<file path="src/rtl/i2c_bit_pkg.sv">
package i2c_bit_pkg;

    typedef enum logic [1:0] {
        OP_OPEN  = 2'd0,
        OP_CLOSE = 2'd1,
        OP_SEND  = 2'd2,
        OP_RECV  = 2'd3
    } bit_op_e;

    typedef enum logic [3:0] {
        SQ_IDLE,
        SQ_RE_FREE,
        SQ_RE_RISE,
        SQ_RE_HOLD,
        SQ_EDGE,
        SQ_CL_LOW,
        SQ_CL_RISE,
        SQ_CL_HOLD,
        SQ_CL_FREE,
        SQ_BIT_SET,
        SQ_BIT_RISE,
        SQ_BIT_HIGH
    } seq_state_e;

    // 1 in a field means the engine pulls that line low
    typedef struct packed {
        logic scl;
        logic sda;
    } line_pull_t;

    function automatic logic waits_step(seq_state_e s);
        return s inside {SQ_RE_FREE, SQ_RE_HOLD, SQ_EDGE, SQ_CL_LOW,
                         SQ_CL_HOLD, SQ_CL_FREE, SQ_BIT_SET, SQ_BIT_HIGH};
    endfunction

    function automatic logic waits_rise(seq_state_e s);
        return s inside {SQ_RE_RISE, SQ_CL_RISE, SQ_BIT_RISE};
    endfunction

endpackage

</file>
<file path="src/rtl/i2c_line_sync.sv">
module i2c_line_sync #(
    parameter int LINES  = 2,
    parameter int STAGES = 2
) (
    input  logic             clk,
    input  logic             rst,
    input  logic [LINES-1:0] raw,
    output logic [LINES-1:0] synced
);
    genvar g;
    generate
        for (g = 0; g < LINES; g++) begin : g_line
            logic [STAGES-1:0] chain;
            always_ff @(posedge clk) begin
                if (rst) chain <= '1;
                else     chain <= {chain[STAGES-2:0], raw[g]};
            end
            assign synced[g] = chain[STAGES-1];
        end
    endgenerate
endmodule

</file>
<file path="src/rtl/i2c_step_timer.sv">
module i2c_step_timer #(
    parameter int CYCLES = 1000
) (
    input  logic clk,
    input  logic rst,
    input  logic active,
    output logic expired
);
    localparam int W = $clog2(CYCLES + 1);
    localparam logic [W-1:0] RELOAD = W'(CYCLES - 1);

    logic [W-1:0] cnt;

    assign expired = active && (cnt == '0);

    always_ff @(posedge clk) begin
        if (rst)                     cnt <= RELOAD;
        else if (!active || expired) cnt <= RELOAD;
        else                         cnt <= cnt - 1'b1;
    end
endmodule

</file>
<file path="src/rtl/i2c_stretch_guard.sv">
module i2c_stretch_guard #(
    parameter int LIMIT = 20000
) (
    input  logic clk,
    input  logic rst,
    input  logic waiting,
    output logic expired
);
    localparam int W = $clog2(LIMIT + 1);
    localparam logic [W-1:0] LAST = W'(LIMIT - 1);

    logic [W-1:0] cnt;

    assign expired = waiting && (cnt == LAST);

    always_ff @(posedge clk) begin
        if (rst || !waiting)  cnt <= '0;
        else if (cnt != LAST) cnt <= cnt + 1'b1;
    end
endmodule

</file>
<file path="src/rtl/i2c_bit_engine.sv">
module i2c_bit_engine
    import i2c_bit_pkg::*;
#(
    parameter int STEP_CYCLES   = 1000,
    parameter int STRETCH_LIMIT = 20000
) (
    input  logic       clk,
    input  logic       rst,
    input  logic       cmd_valid,
    output logic       cmd_ready,
    input  logic [1:0] cmd_op,
    input  logic       tx_bit,
    output logic       rx_bit,
    output logic       done,
    output logic       scl_pull,
    output logic       sda_pull,
    input  logic       scl_in,
    input  logic       sda_in,
    output logic       txn_open,
    output logic       arb_lost,
    output logic       timeout
);
    seq_state_e state;
    line_pull_t pull_q;
    bit_op_e    op_q;
    logic       tx_q;
    logic [1:0] seen;
    logic       scl_hi, sda_hi;
    logic       step_done, stretch_over;

    i2c_line_sync #(.LINES(2), .STAGES(2)) u_sync (
        .clk(clk), .rst(rst), .raw({scl_in, sda_in}), .synced(seen)
    );
    assign scl_hi = seen[1];
    assign sda_hi = seen[0];

    i2c_step_timer #(.CYCLES(STEP_CYCLES)) u_step (
        .clk(clk), .rst(rst), .active(waits_step(state)), .expired(step_done)
    );

    i2c_stretch_guard #(.LIMIT(STRETCH_LIMIT)) u_guard (
        .clk(clk), .rst(rst), .waiting(waits_rise(state)), .expired(stretch_over)
    );

    assign cmd_ready = (state == SQ_IDLE);
    assign scl_pull  = pull_q.scl;
    assign sda_pull  = pull_q.sda;

    always_ff @(posedge clk) begin
        if (rst) begin
            state    <= SQ_IDLE;
            pull_q   <= '0;
            op_q     <= OP_OPEN;
            tx_q     <= 1'b0;
            txn_open <= 1'b0;
            done     <= 1'b0;
            arb_lost <= 1'b0;
            timeout  <= 1'b0;
            rx_bit   <= 1'b0;
        end else begin
            done <= 1'b0;
            case (state)
                SQ_IDLE: if (cmd_valid) begin
                    arb_lost <= 1'b0;
                    timeout  <= 1'b0;
                    op_q     <= bit_op_e'(cmd_op);
                    tx_q     <= tx_bit;
                    case (bit_op_e'(cmd_op))
                        OP_OPEN: begin
                            if (txn_open) begin
                                pull_q.sda <= 1'b0;
                                state      <= SQ_RE_FREE;
                            end else begin
                                pull_q.sda <= 1'b1;
                                state      <= SQ_EDGE;
                            end
                        end
                        OP_CLOSE: begin
                            pull_q.sda <= 1'b1;
                            state      <= SQ_CL_LOW;
                        end
                        OP_SEND: begin
                            pull_q.sda <= !tx_bit;
                            state      <= SQ_BIT_SET;
                        end
                        default: begin
                            pull_q.sda <= 1'b0;
                            state      <= SQ_BIT_SET;
                        end
                    endcase
                end
                SQ_RE_FREE: if (step_done) begin
                    pull_q.scl <= 1'b0;
                    state      <= SQ_RE_RISE;
                end
                SQ_RE_RISE: if (scl_hi) state <= SQ_RE_HOLD;
                SQ_RE_HOLD: if (step_done) begin
                    pull_q.sda <= 1'b1;
                    state      <= SQ_EDGE;
                end
                SQ_EDGE: if (step_done) begin
                    pull_q.scl <= 1'b1;
                    txn_open   <= 1'b1;
                    done       <= 1'b1;
                    state      <= SQ_IDLE;
                end
                SQ_CL_LOW: if (step_done) begin
                    pull_q.scl <= 1'b0;
                    state      <= SQ_CL_RISE;
                end
                SQ_CL_RISE: if (scl_hi) state <= SQ_CL_HOLD;
                SQ_CL_HOLD: if (step_done) begin
                    pull_q.sda <= 1'b0;
                    state      <= SQ_CL_FREE;
                end
                SQ_CL_FREE: if (step_done) begin
                    txn_open <= 1'b0;
                    done     <= 1'b1;
                    state    <= SQ_IDLE;
                end
                SQ_BIT_SET: if (step_done) begin
                    pull_q.scl <= 1'b0;
                    state      <= SQ_BIT_RISE;
                end
                SQ_BIT_RISE: if (scl_hi) begin
                    if (op_q == OP_RECV)     rx_bit   <= sda_hi;
                    else if (tx_q && !sda_hi) arb_lost <= 1'b1;
                    state <= SQ_BIT_HIGH;
                end
                SQ_BIT_HIGH: if (step_done) begin
                    pull_q.scl <= 1'b1;
                    done       <= 1'b1;
                    state      <= SQ_IDLE;
                end
                default: state <= SQ_IDLE;
            endcase
            if (stretch_over && !scl_hi) begin
                pull_q   <= '0;
                txn_open <= 1'b0;
                timeout  <= 1'b1;
                done     <= 1'b1;
                state    <= SQ_IDLE;
            end
        end
    end
endmodule

</file>
<file path="config.mk">
export PLATFORM = sky130hd
export DESIGN_NAME = i2c_bit_engine
export DESIGN_NICKNAME = d
export VERILOG_FILES = /design/src/rtl/i2c_bit_pkg.sv /design/src/rtl/i2c_line_sync.sv /design/src/rtl/i2c_step_timer.sv /design/src/rtl/i2c_stretch_guard.sv /design/src/rtl/i2c_bit_engine.sv
export SDC_FILE = /design/constraint.sdc
export NUM_CORES = 1
export LEC_CHECK = 0
export BUFFER_PORTS_ARGS = -buffer_cell sky130_fd_sc_hd__buf_2
export CORE_ASPECT_RATIO = 0.8
export CORE_MARGIN = 3
export CORE_UTILIZATION = 45
export DETAILED_ROUTE_END_ITERATION = 10
export MAX_ROUTING_LAYER = met4
export PLACE_DENSITY = 0.67
export SKIP_CTS_REPAIR_TIMING = 1
export SLEW_MARGIN = 40
export SYNTH_ARGS = -nofsm -noshare
export SYNTH_HDL_FRONTEND = slang
export SYNTH_SLANG_ARGS = --single-unit
</file>
<file path="constraint.sdc">
create_clock -name clk -period 2.5 [get_ports clk]
set_clock_uncertainty 0.1 [all_clocks]
set_input_delay 0.5 -clock clk [delete_from_list [all_inputs] [get_ports clk]]
set_output_delay 0.5 -clock clk [all_outputs]
set_load 0.02 [all_outputs]
</file>
* Word-level counts from Yosys, hierarchy flattened *
Cells that the tools add are included.

word-level totals
  bits in registers = 43
  bits of input ports = 8

cells by class
  $add $sub $neg = 2
  eq/ne operators = 32
  muxes and demuxes = 31
  reduce and logical (&&, ||, !) cells = 35

operator list
  operator               number
  $mux 4                 10
  $pmux 4 s10            1
  $ne 2x1->1 const B     14
  $eq 4x3->1 const B     4
  $eq 4x4->1 const B     4
  $add 15x1->15 const B  1
  $eq 15x15->1 const B   1
  $ne 15x15->1 const B   1
  $mux 1                 13
  $logic_not 10->1       1
  $reduce_and 10->1      1
  $reduce_bool 2->1      5
  $sub 10x1->10 const B  1
  $reduce_and 3->1       3
  $eq 4x2->1 const B     2
  $pmux 4 s2             1
  $reduce_bool 8->1      1
  $pmux 1 s2             3
  $pmux 1 s3             2
  $reduce_bool 3->1      2
  $reduce_or 2->1        3
  $reduce_or 3->1        2
  $logic_not 1->1        5
  $reduce_and 5->1       1
  other kinds (11)       18

* Logic depth before layout (Yosys ltp) *
Gate-level depths: netlist of run 1.

  depth in word-level cells = 6
  mapped depth = 7

* By module *
From an unflattened synthesis of run 1, not the netlist that was laid out.

second synthesis, totals
  cells, all modules = 260
  area total of the unflattened synthesis = 2233.4 um^2

by module, submodules not included
  module             times used  cells an instance  area an instance (um^2)  seq. area each (um^2)
  i2c_bit_engine     1           115                928.4                    280.3
  i2c_stretch_guard  1           85                 726.9                    300.3
  i2c_step_timer     1           50                 457.9                    200.2
  i2c_line_sync      1           10                 120.1                    80.1

* Least setup slack after synthesis of run 1 *
Ideal clock, no wire load.

  path type = reg2reg
  start = reg state[3]
  end = reg pull_q (netlist bit sda_pull)
  setup time = 0.116 ns
  arrival time = 1.631 ns
  data required time = 2.284 ns
  setup slack = 0.653 ns
  stages on the path, launching flop included = 6
  path buffers = 0
  period minus slack after synthesis = 1.847 ns
  cells stage by stage = dfxtp_1 nor4_2 nand2_1 a21boi_1 mux2i_1 nor2_1

between the ends
  elaborated cells on any way between the ends = 24
  classes of those cells = eq/ne: 14; mux: 1; reduce/logical: 9

RTL lines
  item                                                                     RTL line              text
  start: declaration                                                       i2c_bit_engine.sv:23  seq_state_e state;
  start signal: assignment                                                 i2c_bit_engine.sv:51  state <= SQ_IDLE;
  start signal: assignment                                                 i2c_bit_engine.sv:72  state <= SQ_RE_FREE;
  start signal: assignment                                                 i2c_bit_engine.sv:75  state <= SQ_EDGE;
  $logic_not 4->1 (*)                                                      --
  named net cmd_ready                                                      i2c_bit_engine.sv:10  output logic cmd_ready,
  $ne 2x2->1 (no source line) / $reduce_bool 3->1 (equally long branches)  --
  $reduce_and 4->1 (no source line)                                        --
  end: declaration                                                         i2c_bit_engine.sv:24  line_pull_t pull_q;

The timed path passes the listed nets; every way through them passes the cells marked *.
A chain may end at the register's enable or synchronous reset.

* Worst setup path after layout of run 1 *
  start = reg state[0]
  end = out cmd_ready

between the ends
  longest elaborated chain between the ends = 1

RTL lines
  item              RTL line              text
  $logic_not 4->1   i2c_bit_engine.sv:45  assign cmd_ready = (state == SQ_IDLE);
  end: declaration  i2c_bit_engine.sv:10

Every way passes these cells.

==> results of run 1 <==
cells in the final DEF (no fill, tap or decap), drive strengths merged, types with 4 or more instances in the layout:
cell type / count
buf: 16
nor2: 23
inv: 4
or2: 4
and3: 4
dfxtp: 43
nand3: 9
nor3: 8
xnor2: 9
nand2: 31
a21oi: 16
o21ai: 9
mux2i: 6
clkbuf: 7
or3: 7
xor2: 8
nor4: 7
metal layers:
metal | GRT usage (%) | vias up | wire [um] | part of all wire, %
met4 | 6.75 | 0 | 63 | 1.7
li1 | - | 840 | - | -
met1 | 22.3 | 721 | 1940 | 52
met3 | 4.63 | 8 | 180 | 4.8
met5 | - | - | 0 | 0
met2 | 23.9 | 21 | 1570 | 42
cell families after synthesis:
| kind of cell | after synthesis | share of synthesized area (%) |
|---|---|---|
| AOI/OAI and AO/OA | 36 | 11.0 |
| xor gates and xnor gates | 17 | 7.41 |
| adders and majority gates | 3 | 1.87 |
| buffers and inverters | 12 | 2.68 |
| DFF | 43 | 42.8 |
| muxes | 6 | 2.99 |
| and+or+nand+nor | 112 | 31.3 |
critical path, cell delays in order (launching register included):
cell and delay (ns):
dfxtp_1 0.45, nor4_2 0.52, buf_2 0.26
sequential cells by signal (all words and copies together) (netlist names):
name                 cells
u_sync.g_line.chain      4
tx_q                     1
timeout                  1
u_guard.cnt             15
sda_pull                 1
rx_bit                   1
txn_open                 1
arb_lost                 1
u_step.cnt              10
state                    4
scl_pull                 1
op_q                     2
done                     1
power groups by stage:
stage	sequential, uW	combinational, uW	clock, uW
floorplan	778	294	0
global placement	814	330	0
detailed placement	816	332	0
CTS	800	333	439
global route	812	373	468
finish	801	328	427
final cells by class:
type / instances / area, um^2 / area share, %
Multi-Input combinational cell: 174 / 1090 / 49.6
Clock inverter: 1 / 5.00 / 0.227
Tap cell: 57 / 71.3 / 3.23
Clock buffer: 7 / 76.3 / 3.46
Inverter: 4 / 15.0 / 0.681
Sequential cell: 43 / 861 / 39.0
Timing Repair Buffer: 16 / 82.6 / 3.74
metrics by stage:
stage | cell area, um^2 | setup WS (ns) | hold slack [ns] | utilization, %
floorplan | 2010 | 0.653 | 0.271 | -
detailed placement | 2120 | 0.440 | 0.287 | 50.2
finish | 2210 | 0.378 | 0.294 | 52.1
global route | 2210 | 0.218 | 0.286 | 52.1
global placement | 2120 | 0.466 | 0.281 | 50.2
CTS | 2210 | 0.360 | 0.289 | 52.1
worst paths after layout:
| path | start | end | slack, ns | cells after the start |
|---|---|---|---|---|
| worst max-delay path | state[0] | cmd_ready | 0.38 | 2 |
| worst min-delay path | sda_in | u_sync.g_line[0].chain[0] | 0.29 | 2 |
| worst max register to register | u_guard.cnt[5] | u_guard.cnt[13] | 0.42 | 5 |
| worst min register to register | u_step.cnt[0] | u_step.cnt[0] | 0.30 | 1 |
==> impl_metrics.json, run 1 <==
{
  "outcome": "finished clean",
  "areaGrowthSynthToFinish_pct": 9.78,
  "switching_power_uw": 485,
  "rsz0062_at_grt": "false",
  "worst-setup-path-type": "reg -> out",
  "dp_hpwl_um": 2620,
  "placementRows": 21,
  "p_comb_share_pct": 21.1,
  "min_period_ns": 2.12,
  "ys_top_cells_by_area": "dfxtp_1, nand2_1, nor2_1, a21oi_1, xnor2_1",
  "cts_sinks": 43,
  "grt_pass1_vias": 1498,
  "tightest_slew_ns": 0.604,
  "vdd_drop_max_uv": 327,
  "syn-cell-area_mm2": 0.00201,
  "place_congestion": 0.766,
  "initial_utilization_pct": 47.5,
  "cap_violations": 0,
  "drive_gt1_share_pct": 13.9,
  "grt_max_degree": 17,
  "power_uw": 1560,
  "synth_nets": 240,
  "max_slew_margin_pct": 59.4,
  "vias": 1590,
  "start_kind": "register",
  "synth_area_leader_cell": "dfxtp_1",
  "synth_common_cells": "dfxtp_1, nand2_1, nor2_1",
  "pwr-share-clk_pct": 27.4,
  "die_h_um": 65.8,
  "fin_crit_sh_pct": 84.9,
  "dp_cells": 294,
  "drc_errors": 0,
  "clk_pin_slew_ns": 0.08,
  "numCtsBuffers": 5,
  "root_buffer": "clkbuf_8",
  "synth_top_area_share_pct": 42.8,
  "yosysMostFrequentCell": "dfxtp_1",
  "cts.htree.levels": 2,
  "nFillCells": 418,
  "port_buffers": 15,
  "fin_setup_tns_ns": 0,
  "syn_inst": 229,
  "cts_tree": "yes",
  "synth-async-reset-ratio_pct": 0,
  "grt_first_pass_wirelength_um": 6750,
  "power.density_mw_per_mm2": 705,
  "arrival_ns": 1.52,
  "die_w_um": 80.7,
  "swShare_pct": 31.2,
  "vias_per_cell": 5.26,
  "dieArea_mm2": 0.00531,
  "yosys_warnings": 0,
  "wl_per_cell_um": 12.4,
  "clk_latency_ns": 0.30,
  "yosys_register_bits": 43,
  "ant_nets": 0,
  "hold_path.class": "in -> reg",
  "wl_um": 3760,
  "ys_seq_area_share_pct": 42.8,
  "worstPathRequired_ns": 1.90,
  "finalSetupViolCount": 0,
  "synth_edf_count": 0,
  "timing.final.max_slew_violations": 0,
  "final_nets": 255,
  "max_freq_ghz": 0.471,
  "crit_path_end_kind": "output port",
  "grt_usage_pct": 16.7,
  "hold_violations": 0,
  "first_pass_iters": 4,
  "clockBufferDepth": 2,
  "ys_types": 45,
  "fin_cells": 302,
  "antenna_found_initial": 0,
  "postSynthAreaPerCell_um2": 8.77,
  "drt_iter0_markers": 82,
  "synth_top_flop_cell": "dfxtp_1",
  "io_pins": 16,
  "coreArea_mm2": 0.00423,
  "diodes": 0,
  "grt_overflow_total": 0,
  "crit_path_max_fanout": 15,
  "p_int_uw": 1070,
  "p_seq_share_pct": 51.5,
  "leakage_uw": 0.000816
}
No activity file was read; power rests on OpenSTA's default activity.
==> run 2: changes to the inputs <==
- clock period: 2.5 -> 2.2 ns (I/O delays scaled with it)
==> impl_metrics.json, run 2 (synthesis gave the netlist of run 1 again) <==
{
  "outcome": "finished clean",
  "coreArea_mm2": 0.00423,
  "vias_per_cell": 5.25,
  "leakage_uw": 0.000851,
  "cts_tree": "yes",
  "cap_violations": 0,
  "rrSetupSlack_ns": 0.28,
  "worstPathRequired_ns": 1.66,
  "critPathBufInv": 1,
  "drive_gt1_share_pct": 16.7,
  "dp_cells": 301,
  "fin_cells": 309,
  "crit_path_end_kind": "output port",
  "largest_register_ffs": 15,
  "finalSetupViolCount": 0,
  "cp-endpoint": "cmd_ready",
  "layout_common_cells": "dfxtp_1, nand2_1, nor2_1, a21oi_1, buf_2",
  "drt_iter0_markers": 96,
  "tightest_slew_ns": 0.540,
  "multi_input_area_mm2": 0.00109,
  "root_buffer": "clkbuf_8",
  "hold_violations": 0,
  "vias": 1623,
  "slowest_delay_ns": 0.53,
  "drc_errors": 0,
  "dieArea_mm2": 0.00531,
  "hold_path.class": "in -> reg",
  "die_h_um": 65.8,
  "r2r_end": "u_guard.cnt[1]",
  "grt_pass1_vias": 1493,
  "wl_per_cell_um": 12.4,
  "place_congestion": 0.816,
  "wl_um": 3820,
  "numCtsBuffers": 5,
  "fin_crit_sh_pct": 91.6,
  "power.density_mw_per_mm2": 801,
  "dp_hpwl_um": 2860,
  "top_regs": "u_guard.cnt: 15 flops, u_step.cnt: 10 flops",
  "seqCellArea_um2": 861,
  "clockBufferDepth": 2,
  "port_buffers": 15,
  "nFillCells": 402,
  "crit_slowest_cell": "nor4_2",
  "rsz0062_at_grt": "false",
  "crit_path_max_fanout": 9,
  "clk_pin_slew_ns": 0.08,
  "initial_utilization_pct": 47.5,
  "cp_cell_sequence": "nor4_2, buf_2",
  "ant_nets": 0,
  "die_w_um": 80.7,
  "io_pins": 16,
  "clk_latency_ns": 0.30,
  "min_period_ns": 2.02,
  "start_kind": "register",
  "regMostFlops": "u_guard.cnt",
  "areaGrowthSynthToFinish_pct": 12.6,
  "vdd_drop_max_uv": 366,
  "timing.final.max_slew_violations": 0,
  "cts_sinks": 43,
  "layout_commonest_cell": "dfxtp_1",
  "worst-setup-path-type": "reg -> out",
  "fin_setup_tns_ns": 0,
  "rr_worst_depth": 5,
  "final_nets": 262,
  "crit_start": "state[3]",
  "antenna_found_initial": 0,
  "grt_overflow_total": 0,
  "grt_max_degree": 16,
  "max_freq_ghz": 0.496,
  "cp.depth": 2,
  "reg2reg_from": "u_guard.cnt[5]",
  "cts.htree.levels": 2,
  "crit_family": "simple AND/OR/NAND/NOR gates",
  "arrival_ns": 1.48,
  "diodes": 0,
  "first_pass_iters": 4,
  "max_slew_margin_pct": 64.0,
  "grt_usage_pct": 16.6,
  "placementRows": 21,
  "grt_first_pass_wirelength_um": 6610
}
-- run 2: metal layers --
layer  part of all wire [%]  wire [um]  GRT usage, %  up-vias
li1                       -          -             -      853
met1                     52       2000          22.4      730
met2                     40       1540          23.1       33
met3                    5.2        200          4.09        7
met4                    1.9         74          8.02        0
met5                      0          0             -        -
-- run 2: stage by stage --
stage               worst slack (ns)  hold WS, ns  instance area, um^2  power, uW  utilization [%]
detailed placement             0.264        0.283                 2180       1350             51.5
global placement               0.306        0.284                 2180       1350             51.5
CTS                            0.175        0.215                 2260       1840             53.5
global route                  0.0326        0.212                 2260       1930             53.5
floorplan                      0.353        0.271                 2010       1220                -
finish                         0.184        0.225                 2260       1810             53.5
-- run 2: final cells by class --
class | instances | area share [%]
Clock inverter | 2 | 0.553
Sequential cell | 43 | 38.1
Inverter | 4 | 0.664
Clock buffer | 6 | 3.21
Multi-Input combinational cell | 174 | 48.4
Tap cell | 57 | 3.15
Timing Repair Buffer | 23 | 5.97
-- run 2: power breakdown --
part,switching [uW],total [uW],internal [uW]
clock network,260,482,222
logic,245,444,199
registers,58.5,886,827
-- run 2: worst min-delay path by stage --
stage                  start                        end  slack (ns)  depth (start not counted)
4_1_cts               sda_in  u_sync.g_line[0].chain[0]        0.21                          2
2_1_floorplan  u_step.cnt[0]              u_step.cnt[0]        0.27                          1
3_5_place_dp   u_step.cnt[0]              u_step.cnt[0]        0.28                          1
6_report              sda_in  u_sync.g_line[0].chain[0]        0.22                          2
3_3_place_gp   u_step.cnt[0]              u_step.cnt[0]        0.28                          1
5_1_grt               sda_in  u_sync.g_line[0].chain[0]        0.21                          2
